--- src/rtl/pdac_pkg.sv ---
package pdac_pkg;

  typedef enum logic {
    PH_IDLE = 1'b0,
    PH_HIGH = 1'b1
  } phase_t;

endpackage

--- src/rtl/pdac_sampler.sv ---
module pdac_sampler #(
  parameter int AD_W  = 32,
  parameter int CBE_W = 4
) (
  input  logic             clk,
  input  logic             rst,
  input  logic             frame_n,
  input  logic [AD_W-1:0]  ad,
  input  logic [CBE_W-1:0] cbe_n,
  output logic             frame_q,
  output logic [AD_W-1:0]  ad_q,
  output logic [CBE_W-1:0] cbe_q,
  output logic             start
);

  logic frame_prev;

  always_ff @(posedge clk) begin
    if (rst) begin
      frame_q    <= 1'b1;
      frame_prev <= 1'b1;
      ad_q       <= '0;
      cbe_q      <= '1;
    end else begin
      frame_q    <= frame_n;
      frame_prev <= frame_q;
      ad_q       <= ad;
      cbe_q      <= cbe_n;
    end
  end

  // falling edge of the registered frame marks a new transaction
  assign start = frame_prev & ~frame_q;

endmodule

--- src/rtl/pdac_fsm.sv ---
module pdac_fsm
  import pdac_pkg::*;
#(
  parameter int              AD_W      = 32,
  parameter int              ADDR_W    = 44,
  parameter int              CBE_W     = 4,
  parameter logic [CBE_W-1:0] DUAL_CODE = 4'b1101
) (
  input  logic              clk,
  input  logic              rst,
  input  logic              start,
  input  logic              frame_q,
  input  logic [AD_W-1:0]   ad_q,
  input  logic [CBE_W-1:0]  cbe_q,
  output logic              load,
  output logic              dual_nx,
  output logic              err_nx,
  output logic [ADDR_W-1:0] addr_nx,
  output logic [CBE_W-1:0]  cmd_nx
);

  localparam int HI_W = ADDR_W - AD_W;

  phase_t          phase, phase_nx;
  logic [AD_W-1:0] lo_word;
  logic            is_code;
  logic            bad_high;

  assign is_code  = (cbe_q == DUAL_CODE);
  assign bad_high = frame_q | is_code;

  always_comb begin
    phase_nx = phase;
    load     = 1'b0;
    dual_nx  = 1'b0;
    err_nx   = 1'b0;
    addr_nx  = {{HI_W{1'b0}}, ad_q};
    cmd_nx   = cbe_q;
    unique case (phase)
      PH_IDLE: begin
        if (start) begin
          if (is_code) phase_nx = PH_HIGH;
          else         load     = 1'b1;
        end
      end
      PH_HIGH: begin
        phase_nx = PH_IDLE;
        addr_nx  = {ad_q[HI_W-1:0], lo_word};
        if (bad_high) begin
          err_nx = 1'b1;
        end else begin
          load    = 1'b1;
          dual_nx = 1'b1;
        end
      end
      default: phase_nx = PH_IDLE;
    endcase
  end

  always_ff @(posedge clk) begin
    if (rst) begin
      phase   <= PH_IDLE;
      lo_word <= '0;
    end else begin
      phase <= phase_nx;
      if (phase == PH_IDLE && start) lo_word <= ad_q;
    end
  end

  // frame is still low in the second address clock, so no start can appear
  p_no_start_in_high_r2: assert property (@(posedge clk) disable iff (rst)
    (phase == PH_HIGH) |-> !start);

  // the upper-address phase lasts a single clock
  p_high_one_clock_r4: assert property (@(posedge clk) disable iff (rst)
    (phase == PH_HIGH) |=> (phase == PH_IDLE));

endmodule

--- src/rtl/pdac_outreg.sv ---
module pdac_outreg #(
  parameter int AD_W   = 32,
  parameter int ADDR_W = 44,
  parameter int CBE_W  = 4
) (
  input  logic              clk,
  input  logic              rst,
  input  logic              load,
  input  logic              dual_nx,
  input  logic              err_nx,
  input  logic [ADDR_W-1:0] addr_nx,
  input  logic [CBE_W-1:0]  cmd_nx,
  output logic              addr_valid,
  output logic              addr_dual,
  output logic              proto_err,
  output logic [ADDR_W-1:0] addr,
  output logic [CBE_W-1:0]  cmd
);

  always_ff @(posedge clk) begin
    if (rst) begin
      addr_valid <= 1'b0;
      addr_dual  <= 1'b0;
      proto_err  <= 1'b0;
      addr       <= '0;
      cmd        <= '0;
    end else begin
      addr_valid <= load;
      addr_dual  <= load & dual_nx;
      proto_err  <= err_nx;
      if (load) begin
        addr <= addr_nx;
        cmd  <= cmd_nx;
      end
    end
  end

  // strobe and error never coincide
  p_valid_err_excl_r10: assert property (@(posedge clk) disable iff (rst)
    !(addr_valid && proto_err));

  // valid is a single-cycle pulse
  p_valid_pulse_r10: assert property (@(posedge clk) disable iff (rst)
    addr_valid |=> !addr_valid);

  // error is a single-cycle pulse
  p_err_pulse_r8: assert property (@(posedge clk) disable iff (rst)
    proto_err |=> !proto_err);

  // dual flag only accompanies a strobe
  p_dual_needs_valid_r4: assert property (@(posedge clk) disable iff (rst)
    addr_dual |-> addr_valid);

  // one address clock never carries upper address bits
  p_single_hi_zero_r3: assert property (@(posedge clk) disable iff (rst)
    (addr_valid && !addr_dual) |-> (addr[ADDR_W-1:AD_W] == '0));

endmodule

--- src/rtl/pdac_decoder.sv ---
module pdac_decoder #(
  parameter int               AD_W      = 32,
  parameter int               ADDR_W    = 44,
  parameter int               CBE_W     = 4,
  parameter logic [CBE_W-1:0] DUAL_CODE = 4'b1101
) (
  input  logic              clk,
  input  logic              rst,
  input  logic              frame_n,
  input  logic [AD_W-1:0]   ad,
  input  logic [CBE_W-1:0]  cbe_n,
  output logic              addr_valid,
  output logic              addr_dual,
  output logic [ADDR_W-1:0] addr,
  output logic [CBE_W-1:0]  cmd,
  output logic              proto_err
);

  logic              frame_q, start;
  logic [AD_W-1:0]   ad_q;
  logic [CBE_W-1:0]  cbe_q;
  logic              load, dual_nx, err_nx;
  logic [ADDR_W-1:0] addr_nx;
  logic [CBE_W-1:0]  cmd_nx;

  pdac_sampler #(.AD_W(AD_W), .CBE_W(CBE_W)) u_sampler (
    .clk(clk), .rst(rst), .frame_n(frame_n), .ad(ad), .cbe_n(cbe_n),
    .frame_q(frame_q), .ad_q(ad_q), .cbe_q(cbe_q), .start(start)
  );

  pdac_fsm #(.AD_W(AD_W), .ADDR_W(ADDR_W), .CBE_W(CBE_W), .DUAL_CODE(DUAL_CODE)) u_fsm (
    .clk(clk), .rst(rst), .start(start), .frame_q(frame_q), .ad_q(ad_q),
    .cbe_q(cbe_q), .load(load), .dual_nx(dual_nx), .err_nx(err_nx),
    .addr_nx(addr_nx), .cmd_nx(cmd_nx)
  );

  pdac_outreg #(.AD_W(AD_W), .ADDR_W(ADDR_W), .CBE_W(CBE_W)) u_outreg (
    .clk(clk), .rst(rst), .load(load), .dual_nx(dual_nx), .err_nx(err_nx),
    .addr_nx(addr_nx), .cmd_nx(cmd_nx), .addr_valid(addr_valid),
    .addr_dual(addr_dual), .proto_err(proto_err), .addr(addr), .cmd(cmd)
  );

endmodule

--- config.mk ---
export PLATFORM = sky130hd
export DESIGN_NAME = pdac_decoder
export DESIGN_NICKNAME = d
export VERILOG_FILES = /design/src/rtl/pdac_pkg.sv /design/src/rtl/pdac_sampler.sv /design/src/rtl/pdac_fsm.sv /design/src/rtl/pdac_outreg.sv /design/src/rtl/pdac_decoder.sv
export SDC_FILE = /design/constraint.sdc
export NUM_CORES = 1
export LEC_CHECK = 0
export BUFFER_PORTS_ARGS = -buffer_cell sky130_fd_sc_hd__buf_2
export CELL_PAD_IN_SITES_DETAIL_PLACEMENT = 1
export CELL_PAD_IN_SITES_GLOBAL_PLACEMENT = 2
export CORE_MARGIN = 5
export CORE_UTILIZATION = 35
export CTS_CLUSTER_DIAMETER = 40
export DETAILED_ROUTE_END_ITERATION = 8
export PLACE_DENSITY_LB_ADDON = 0.1
export SYNTH_ARGS = -nofsm -noshare
export SYNTH_HDL_FRONTEND = slang
export SYNTH_SLANG_ARGS = --single-unit
--- constraint.sdc ---
create_clock -name clk -period 1.9 [get_ports clk]
set_clock_uncertainty 0.1 [all_clocks]
set_input_delay 0.38 -clock clk [delete_from_list [all_inputs] [get_ports clk]]
set_output_delay 0.38 -clock clk [all_outputs]
set_load 0.05 [all_outputs]
==> results.py <==
metrics = {
    "synthesis": {
        "netlist_area_sq_um": 4666,
        "syn_avg_cell_area_sq_um": 11.14,
        "synth.largest_area_cell": "dfxtp_1",
        "synth_seq_area_share_pct": 52.35,
        "ys_warn_count": 0,
        "syn_nets": 458,
        "yosysUniqueCellTypes": 26,
        "synth_cells": 419,
        "netlist.area_leader.share_pct": 52.35,
        "ys_ff_latch": 122,
        "synthTopCellsByArea": "dfxtp_1 52%, mux2i_1 14%, a211oi_2 8.0%, nor2b_1 4.4%, a21oi_2 3.8%",
    },
    "placed_design": {
        "globalplace.congestion": 0.7009,
        "dp_hpwl_microns": 7407,
        "io_buffers": 89,
    },
    "run_status": {
        "outcome": "complete, no violations",
    },
    "pwr": {
        "switching_power_mw": 1.581,
        "switching_share_pct": 25.25,
        "power_mw": 6.260,
        "peakVddDrop_mv": 0.6124,
        "p_leak_nw": 2.239,
        "power.density_nw_per_um2": 1078,
        "p_int_mw": 4.679,
        "pwr-share-seq_pct": 44.1,
        "clkPwrFrac_pct": 44.9,
        "combPwrFrac_pct": 11.0,
    },
    "worst_setup_path": {
        "cp_max_fo": 16,
        "worst_setup_path_end_kind": "flip-flop",
        "worstSetupPathType": "reg -> reg",
        "cp-start-kind": "flip-flop",
        "critPathArrivalTime_ns": 1.88,
        "crit_required_ns": 2.10,
    },
    "global_routing": {
        "antenna_found_initial": 0,
        "grt_max_degree": 48,
        "grt-ovfl-total": 0,
        "grt.total_usage_pct": 15.08,
        "grt_pass1_wl_microns": 18890,
        "grt_pass1_vias": 3681,
    },
    "drt": {
        "viasPerCell": 4.872,
        "vias": 3362,
        "drt_iter0_drc": 167,
        "final_antenna_net_count": 0,
        "first_pass_iters": 4,
        "drc": 0,
        "wl_per_cell_microns": 16.50,
        "routed_wl_microns": 11390,
    },
    "clocking": {
        "cts-resized-gates": 0,
        "numCtsBuffers": 17,
        "cts.sinks": 122,
        "cts_root_buffer": "clkbuf_16",
        "path_clk_slew_ns": 0.05,
        "cts_setup_buffers": 0,
        "clockBufferDepth": 2,
        "h-tree-depth": 4,
        "cts_tree": "yes",
        "cts_hold_buf": 0,
        "insertion_delay_ns": 0.41,
    },
    "die": {
        "core_area_sq_um": 13140,
        "core.rowCount": 42,
        "io_pins": 90,
        "die_x_microns": 125.5,
        "start_util_pct": 35.51,
        "die_h_microns": 125.5,
        "die_area_sq_um": 15740,
    },
    "timing": {
        "slew_violations": 0,
        "fmaxAchievable_mhz": 594.9,
        "relSlewSlack_pct": 66.08,
        "fin_tns_setup_ns": 0,
        "rsz0062_at_grt": "false",
        "setup_viol": 0,
        "finalHoldViolCount": 0,
        "worstMarginPinSlew_ns": 0.5088,
        "period_minus_slack_ns": 1.681,
        "min_period_over_period_pct": 88.47,
    },
    "final_layout": {
        "layout_common_cells": "121 x dfxtp_1, 88 x buf_2, 64 x mux2i_1",
        "nNetsFinal": 545,
        "area_growth_pct": 24.43,
        "multi_input_area_sq_um": 1978,
        "layout-drive-gt1-share_pct": 37.16,
        "ff_latch_area_sq_um": 2444,
        "final_util_pct": 44.19,
        "fillers": 1458,
        "diodes": 0,
        "final_common_cell": "dfxtp_1",
    },
    "job": {
        "maxCapViolations": 0,
    },
    "min_path": {
        "min_path_type": "in -> reg",
    },
}
cell families after synthesis:
family | synth area share, %
mux | 13.73
simple gates | 10.97
buf+inv | 5.497
flops | 52.35
compound gates | 17.46
power by group through the flow:
stage          sequential, mW  combinational, mW  clock (mW)
6_report                 2.76              0.688        2.81
3_5_place_dp             2.81              0.699           0
3_3_place_gp             2.81              0.688           0
4_1_cts                  2.76              0.702        2.90
5_1_grt                  2.77              0.743        3.01
2_1_floorplan            2.97              0.342           0
Yosys cell counts:
cell and instances:
nand2_1 2, a211oi_2 30, nor2b_1 33, buf_6 6
nand2b_1 1, o21ba_1 1, nor2_1 35, nand4b_1 1
buf_4 2, nand3_1 15, clkbuf_1 13, o21ai_0 16
nor3b_2 1, dfxtp_1 122, mux2i_1 64, a21oi_2 20
o21bai_4 1, and4b_1 1, buf_2 12, or2_2 6
a211oi_1 2, a21oi_1 28, buf_12 3, clkbuf_2 1
nor3_1 2, nor2_2 1
area by class of cell:
type	instances	share of cell area [%]
Tap cell	176	3.793
Clock inverter	4	0.3448
Clock buffer	23	8.405
Multi-Input combinational cell	260	34.07
Sequential cell	122	42.09
Timing Repair Buffer	105	11.29
registers in the layout (all words and copies together), names as in the netlist:
register,flops
u_fsm.phase,1
u_outreg.addr_dual,1
u_outreg.proto_err,1
u_outreg.addr_valid,1
u_outreg.addr,44
u_fsm.lo_word,32
u_sampler.ad_q,32
u_sampler.cbe_q,4
u_sampler.frame_q,1
u_sampler.frame_prev,1
u_outreg.cmd,4
path summary, 6_finish.rpt:
check	start	slack (ns)	cells past startpoint	to
min	cbe_n[2]	0.06	2	u_sampler.cbe_q[2]
max reg2reg	u_fsm.phase	0.22	4	u_outreg.addr[0]
max	u_fsm.phase	0.22	4	u_outreg.addr[0]
min reg2reg	u_outreg.cmd[0]	0.37	2	u_outreg.cmd[0]
metal layers:
metal	track usage, %	vias up	share of wire (%)
met3	4.989	11	4.2
met1	18.29	1651	47
met2	25.24	63	48
met4	4.974	0	1.1
met5	0	-	0
li1	-	1637	-
critical path: stages, from the launching register on:
cell	delay [ns]
dfxtp_2	0.55
o21ba_2	0.25
buf_4	0.27
a21oi_1	0.11
a211oi_1	0.29
metrics by stage:
| stage | area [sq um] | setup slack, ns | hold WS, ns | cells |
|---|---|---|---|---|
| 6_report | 5806 | 0.2192 | 0.05604 | 690 |
| 4_1_cts | 5806 | 0.1897 | 0.03073 | 690 |
| 2_1_floorplan | 4666 | 0.5542 | 0.3356 | 419 |
| 3_3_place_gp | 5298 | 0.3400 | 0.3606 | 663 |
| 5_1_grt | 5806 | 0.1244 | 0.03695 | 690 |
| 3_5_place_dp | 5298 | 0.2592 | 0.3699 | 663 |
Power figures use the tool's default switching activity.
